--- src/rtl/skip_seq_pkg.sv ---
package skip_seq_pkg;
   localparam int WORD_W = 16;
   localparam int OPC_W  = 5;
   localparam int BFLD_W = 5;
   localparam int AFLD_W = 6;

   typedef enum logic [1:0] {ST_IDLE, ST_FETCH, ST_WAIT} seq_state_t;

   // operand codes that pull one extra word from the instruction stream
   function automatic logic opnd_extra(input logic [AFLD_W-1:0] code);
      return ((code >= 6'h10) && (code <= 6'h17)) ||
             (code == 6'h1A) || (code == 6'h1E) || (code == 6'h1F);
   endfunction
endpackage

--- src/rtl/skip_len_dec.sv ---
module skip_len_dec
   import skip_seq_pkg::*;
#(
   parameter logic [OPC_W-1:0] COND_LO = 5'h10,
   parameter logic [OPC_W-1:0] COND_HI = 5'h17
) (
   input  logic [WORD_W-1:0] word,
   output logic [1:0]        len,
   output logic              is_cond
);
   if (COND_LO > COND_HI) begin : g_bad_range
      $error("skip_len_dec: COND_LO above COND_HI");
   end

   logic [OPC_W-1:0]  opc;
   logic [BFLD_W-1:0] bcode;
   logic [AFLD_W-1:0] acode;
   logic              a_ext, b_ext, special;

   always_comb begin
      opc     = word[OPC_W-1:0];
      bcode   = word[OPC_W+BFLD_W-1:OPC_W];
      acode   = word[WORD_W-1:OPC_W+BFLD_W];
      special = (opc == '0);
      a_ext   = opnd_extra(acode);
      b_ext   = !special && opnd_extra({1'b0, bcode});
      len     = 2'd1 + {1'b0, a_ext} + {1'b0, b_ext};
      is_cond = (opc >= COND_LO) && (opc <= COND_HI);
   end
endmodule

--- src/rtl/skip_cnt.sv ---
module skip_cnt #(
   parameter int CNT_W    = 8,
   parameter bit SATURATE = 1'b1
) (
   input  logic             clk,
   input  logic             rst_n,
   input  logic             clr,
   input  logic             inc,
   output logic [CNT_W-1:0] cnt
);
   localparam logic [CNT_W-1:0] CNT_MAX = {CNT_W{1'b1}};

   if (CNT_W < 2) begin : g_bad_w
      $error("skip_cnt: CNT_W must be at least 2");
   end

   if (SATURATE) begin : g_sat
      always_ff @(posedge clk) begin
         if (!rst_n)                    cnt <= '0;
         else if (clr)                  cnt <= '0;
         else if (inc && cnt != CNT_MAX) cnt <= cnt + 1'b1;
      end


      sat_hold_chk: assert property (@(posedge clk) disable iff (!rst_n)
         (inc && !clr && cnt == CNT_MAX) |=> (cnt == CNT_MAX));

      cnt_step_chk: assert property (@(posedge clk) disable iff (!rst_n)
         (inc && !clr && cnt != CNT_MAX) |=> (cnt == $past(cnt) + 1'b1));
   end else begin : g_wrap
      always_ff @(posedge clk) begin
         if (!rst_n)   cnt <= '0;
         else if (clr) cnt <= '0;
         else if (inc) cnt <= cnt + 1'b1;
      end


      cnt_wrap_chk: assert property (@(posedge clk) disable iff (!rst_n)
         (inc && !clr) |=> (cnt == $past(cnt) + 1'b1));
   end


   cnt_clr_chk: assert property (@(posedge clk) disable iff (!rst_n)
      clr |=> (cnt == '0));
endmodule

--- src/rtl/skip_ctrl.sv ---
module skip_ctrl
   import skip_seq_pkg::*;
#(
   parameter int PC_W = 16
) (
   input  logic            clk,
   input  logic            rst_n,
   input  logic            start,
   input  logic [PC_W-1:0] start_pc,
   input  logic [1:0]      len,
   input  logic            is_cond,
   output logic            mem_rd,
   output logic [PC_W-1:0] pc,
   output logic            busy,
   output logic            done,
   output logic            step,
   output logic            clr
);
   if (PC_W < 2 || PC_W > 32) begin : g_bad_pc
      $error("skip_ctrl: PC_W out of range");
   end

   seq_state_t st;

   always_ff @(posedge clk) begin
      if (!rst_n) begin
         st   <= ST_IDLE;
         pc   <= '0;
         done <= 1'b0;
      end else begin
         done <= 1'b0;
         unique case (st)
            ST_IDLE: if (start) begin
               pc <= start_pc;
               st <= ST_FETCH;
            end
            ST_FETCH: st <= ST_WAIT;
            ST_WAIT: begin
               pc <= pc + PC_W'(len);
               if (is_cond) st <= ST_FETCH;
               else begin
                  st   <= ST_IDLE;
                  done <= 1'b1;
               end
            end
            default: st <= ST_IDLE;
         endcase
      end
   end

   always_comb begin
      mem_rd = (st == ST_FETCH);
      busy   = (st != ST_IDLE);
      step   = (st == ST_WAIT);
      clr    = start && (st == ST_IDLE);
   end


   done_idle_chk: assert property (@(posedge clk) disable iff (!rst_n)
      done |-> !busy);

   done_pulse_chk: assert property (@(posedge clk) disable iff (!rst_n)
      done |=> !done);

   rd_busy_chk: assert property (@(posedge clk) disable iff (!rst_n)
      mem_rd |-> busy);

   rd_gap_chk: assert property (@(posedge clk) disable iff (!rst_n)
      mem_rd |=> !mem_rd);

   start_fetch_chk: assert property (@(posedge clk) disable iff (!rst_n)
      (start && !busy) |=> (mem_rd && pc == $past(start_pc)));

   fetch_pc_hold_chk: assert property (@(posedge clk) disable iff (!rst_n)
      mem_rd |=> $stable(pc));
endmodule

--- src/rtl/skip_seq.sv ---
module skip_seq
   import skip_seq_pkg::*;
#(
   parameter int PC_W     = 16,
   parameter int CNT_W    = 8,
   parameter bit SATURATE = 1'b1
) (
   input  logic              clk,
   input  logic              rst_n,
   input  logic              start,
   input  logic [PC_W-1:0]   start_pc,
   output logic              mem_rd,
   output logic [PC_W-1:0]   mem_addr,
   input  logic [WORD_W-1:0] mem_rdata,
   output logic              busy,
   output logic              done,
   output logic [PC_W-1:0]   final_pc,
   output logic [CNT_W-1:0]  skip_cycles
);
   logic [1:0]      len;
   logic            is_cond;
   logic            step, clr;
   logic [PC_W-1:0] pc;

   skip_len_dec u_dec (
      .word    (mem_rdata),
      .len     (len),
      .is_cond (is_cond)
   );

   skip_ctrl #(.PC_W(PC_W)) u_ctrl (
      .clk      (clk),
      .rst_n    (rst_n),
      .start    (start),
      .start_pc (start_pc),
      .len      (len),
      .is_cond  (is_cond),
      .mem_rd   (mem_rd),
      .pc       (pc),
      .busy     (busy),
      .done     (done),
      .step     (step),
      .clr      (clr)
   );

   skip_cnt #(.CNT_W(CNT_W), .SATURATE(SATURATE)) u_cnt (
      .clk   (clk),
      .rst_n (rst_n),
      .clr   (clr),
      .inc   (step),
      .cnt   (skip_cycles)
   );

   assign mem_addr = pc;
   assign final_pc = pc;
endmodule

--- config.mk ---
export PLATFORM = sky130hd
export DESIGN_NAME = skip_seq
export DESIGN_NICKNAME = d
export VERILOG_FILES = /design/src/rtl/skip_seq_pkg.sv /design/src/rtl/skip_len_dec.sv /design/src/rtl/skip_cnt.sv /design/src/rtl/skip_ctrl.sv /design/src/rtl/skip_seq.sv
export SDC_FILE = /design/constraint.sdc
export NUM_CORES = 1
export LEC_CHECK = 0
export ABC_AREA = 1
export BUFFER_PORTS_ARGS = -buffer_cell sky130_fd_sc_hd__buf_2
export CAP_MARGIN = 40
export CORE_MARGIN = 1
export CORE_UTILIZATION = 50
export CTS_BUF_LIST = sky130_fd_sc_hd__clkbuf_4
export CTS_CLUSTER_DIAMETER = 60
export DETAILED_ROUTE_END_ITERATION = 6
export PLACE_DENSITY = 0.82
export REMOVE_ABC_BUFFERS = 1
export SYNTH_ARGS = -nofsm -noshare
export SYNTH_HDL_FRONTEND = slang
export SYNTH_HIERARCHICAL = 1
export SYNTH_SLANG_ARGS = --single-unit
--- constraint.sdc ---
create_clock -name clk -period 2.6 [get_ports clk]
set_clock_uncertainty 0.1 [all_clocks]
set_input_delay 0.13 -clock clk [delete_from_list [all_inputs] [get_ports clk]]
set_output_delay 0.13 -clock clk [all_outputs]
set_load 0.1 [all_outputs]
==> impl_metrics.env <==
export IMPL_fmax_mhz=397
export IMPL_drc=0
export IMPL_cts_sinks=27
export IMPL_avgSynthCellArea_um2=6.43
export IMPL_placement_rows=22
export IMPL_synthDistinctLibCells=32
export IMPL_grt_max_degree=29
export IMPL_via_per_inst=5.05
export IMPL_port_buffers=77
export IMPL_start_kind="input port"
export IMPL_final_period_utilization_pct=97.0
export IMPL_maxSlewViolCount=0
export IMPL_dpl_instance_area_um2=2240
export IMPL_report_final_hold_viol_count=0
export IMPL_start_util_pct=52.9
export IMPL_ys_seq_area_share_pct=27.5
export IMPL_cts_inserted_buffers=3
export IMPL_fin_nets=413
export IMPL_ctsLongestPathBuffers=2
export IMPL_synth_top_area_cell="dfxtp_1"
export IMPL_num_vias=2123
export IMPL_path_class="in2reg"
export IMPL_dp_hpwl_um=3440
export IMPL_critPathCaptureType="register"
export IMPL_crit_required_ns=2.78
export IMPL_cts_htree_levels=1
export IMPL_area_growth_pct=20.5
export IMPL_die_area_um2=4190
export IMPL_crit_path_max_incr_delay_ns=0.54
export IMPL_core_um2=3720
export IMPL_crit_arrival_ns=2.70
export IMPL_ys_ff_latch=27
export IMPL_leakage_nw=1.16
export IMPL_crit_path_cell_trace="dlygate4sd3_1, buf_2, nor2_2, nand3_1, nand3_1, ha_1, inv_1, ha_2, inv_1, fa_2, inv_2, nand3_4, nor2_4, nand2_1, o21ai_1, nand2_1, a21oi_1"
export IMPL_synth_area_leaders="dfxtp_1 (27%), nand2_1 (15%), nor2_1 (7.8%)"
export IMPL_final_min_clock_period_ns=2.52
export IMPL_yosysTopAreaCellShare_pct=27.5
export IMPL_gp_congestion=0.864
export IMPL_cts_tree="yes"
export IMPL_drtPass1Iterations=4
export IMPL_ant_nets=0
export IMPL_gr_total_overflow=0
export IMPL_syn_cell_area_um2=1970
export IMPL_synth_cells=306
export IMPL_antenna_found_initial=0
export IMPL_n_antenna_cell=0
export IMPL_critPathMaxFanout=4
export IMPL_wl_um=4830
export IMPL_grt_use_total_pct=24.1
export IMPL_clockRootBuffer="clkbuf_4"
export IMPL_yosys_warnings=6
export IMPL_crit_slowest_cell="dlygate4sd3_1"
export IMPL_slew_headroom_pct=64.4
export IMPL_peakVddDrop_v=0.000247
export IMPL_ios=78
export IMPL_path_delay_family="buffers and inverters"
export IMPL_rsz0062_at_grt="yes"
export IMPL_cap_violations=0
export IMPL_clock_latency_ns=0.33
export IMPL_die_x_um=64.7
export IMPL_grt_pass1_vias=1911
export IMPL_clk_pin_slew_ns=0.15
export IMPL_drt_iter0_drc=175
export IMPL_design_area_um2=2370
export IMPL_grt_pass1_wl_um=8130
export IMPL_tightest_slew_ns=0.533
export IMPL_die_height_um=64.7
export IMPL_postLayoutCoreUtil_pct=63.8
export IMPL_power_density_nw_per_um2=510
export IMPL_setup_viol=0
export IMPL_status="finished clean"
export IMPL_crit_buf_inv=5
export IMPL_post_drt_wl_per_cell_um=11.5
export IMPL_min_delay_path_class="in2reg"
export IMPL_tns_ns=0
export IMPL_drive_above_1_share_pct=31.2
worst min-delay path, stage by stage:
cell      delay (ns)
buf_2           0.08
nand2_1         0.05
o211ai_1        0.09
nand2_1         0.05
inv_1           0.04
flip-flops by register name, summed over array words and instances, names as in the netlist:
signal       flops
u_cnt/cnt        8
u_ctrl/st        2
u_ctrl/pc       16
u_ctrl/done      1
stage by stage:
step / cells / power, W / hold slack (ns) / setup WS (ns)
2_1_floorplan: 285 / 0.000908 / 0.128 / -0.752
3_3_place_gp: 410 / 0.000999 / 0.308 / 0.318
3_5_place_dp: 410 / 0.00101 / 0.318 / 0.198
4_1_cts: 419 / 0.00121 / 0.0110 / 0.0316
5_1_grt: 420 / 0.00127 / 0.0259 / -0.0209
6_report: 420 / 0.00121 / 0.0112 / 0.0781
logic make-up (layout without fill, tap and decap cells):
family | after synthesis | count (layout) | synth area share (%)
fa+ha+maj | 5 | 5 | 3.56
flops | 27 | 27 | 27.5
compound gates | 42 | 42 | 12.2
simple gates | 169 | 169 | 39.9
buf+inv | 63 | 129 | 16.9
power breakdown:
group          switching (W)  total, W  internal (W)
registers          0.0000330  0.000470      0.000437
clock network       0.000128  0.000199     0.0000707
logic               0.000437  0.000541      0.000104
total               0.000598   0.00121      0.000611
routing by layer:
layer,global-route usage [%],part of all wire [%]
met5,0,0
met4,5.00,0.62
met3,5.63,7.4
met2,41.7,49
met1,30.2,43
cells in the final DEF (no fill, tap or decap), types with 4 or more instances in the layout:
cell type      netlist  final
inv_1               37     36
nand2_1             76     75
o21ai_1              5      5
nor2_4               4      5
dfxtp_1             27     27
nand3_1             19     16
nor2_1              41     40
nor3_1               6      6
dlygate4sd3_1        0      5
clkbuf_4             0      4
o21ai_0             10     10
inv_2                3      4
a21oi_1             18     17
buf_2                0     77
nand4_1              6      6
nand2_2              5      6
nor2_2               6      6
area by class of cell:
cell class	instances	area [um2]
Multi-Input combinational cell	216	1130
Inverter	42	163
Sequential cell	27	541
Fill cell	365	1350
Tap cell	48	60.1
Clock buffer	4	30.0
Timing Repair Buffer	83	443
timing repair:
action                                  CTS  global route
hold endpoints to repair                  5             0
resized for setup                         0            11
buffers inserted                          0             1
hold buffers                              5             0
endpoints found under the setup margin    0             4
worst paths after layout:
| check | start | end | slack, ns | cells past startpoint |
|---|---|---|---|---|
| worst min register to register | u_ctrl/pc[15] | u_ctrl/pc[15] | 0.43 | 2 |
| worst max register to register | u_ctrl/pc[0] | u_ctrl/pc[6] | 0.68 | 10 |
| worst min-delay path | start_pc[3] | u_ctrl/pc[3] | 0.01 | 5 |
| worst max-delay path | mem_rdata[3] | u_ctrl/pc[6] | 0.08 | 17 |
synthesized netlist by cell type:
library cell,count
a21oi_1,18
nor3_1,6
inv_2,3
nand3b_1,2
buf_12,1
a21oi_2,2
nor2_1,41
nand4_1,6
o311ai_1,1
buf_4,18
ha_1,4
nand2_4,3
o211ai_1,2
clkbuf_1,1
buf_6,1
o21ai_0,10
o31ai_1,1
nor2_4,4
dfxtp_1,27
nand2_8,1
nand3_1,19
a32o_1,1
nand2_2,5
inv_1,37
nor2_2,6
o21ai_1,5
a22o_1,1
a31oi_1,1
nand2_1,76
inv_6,1
fa_1,1
clkinv_1,1
Power figures use the tool's default switching activity.
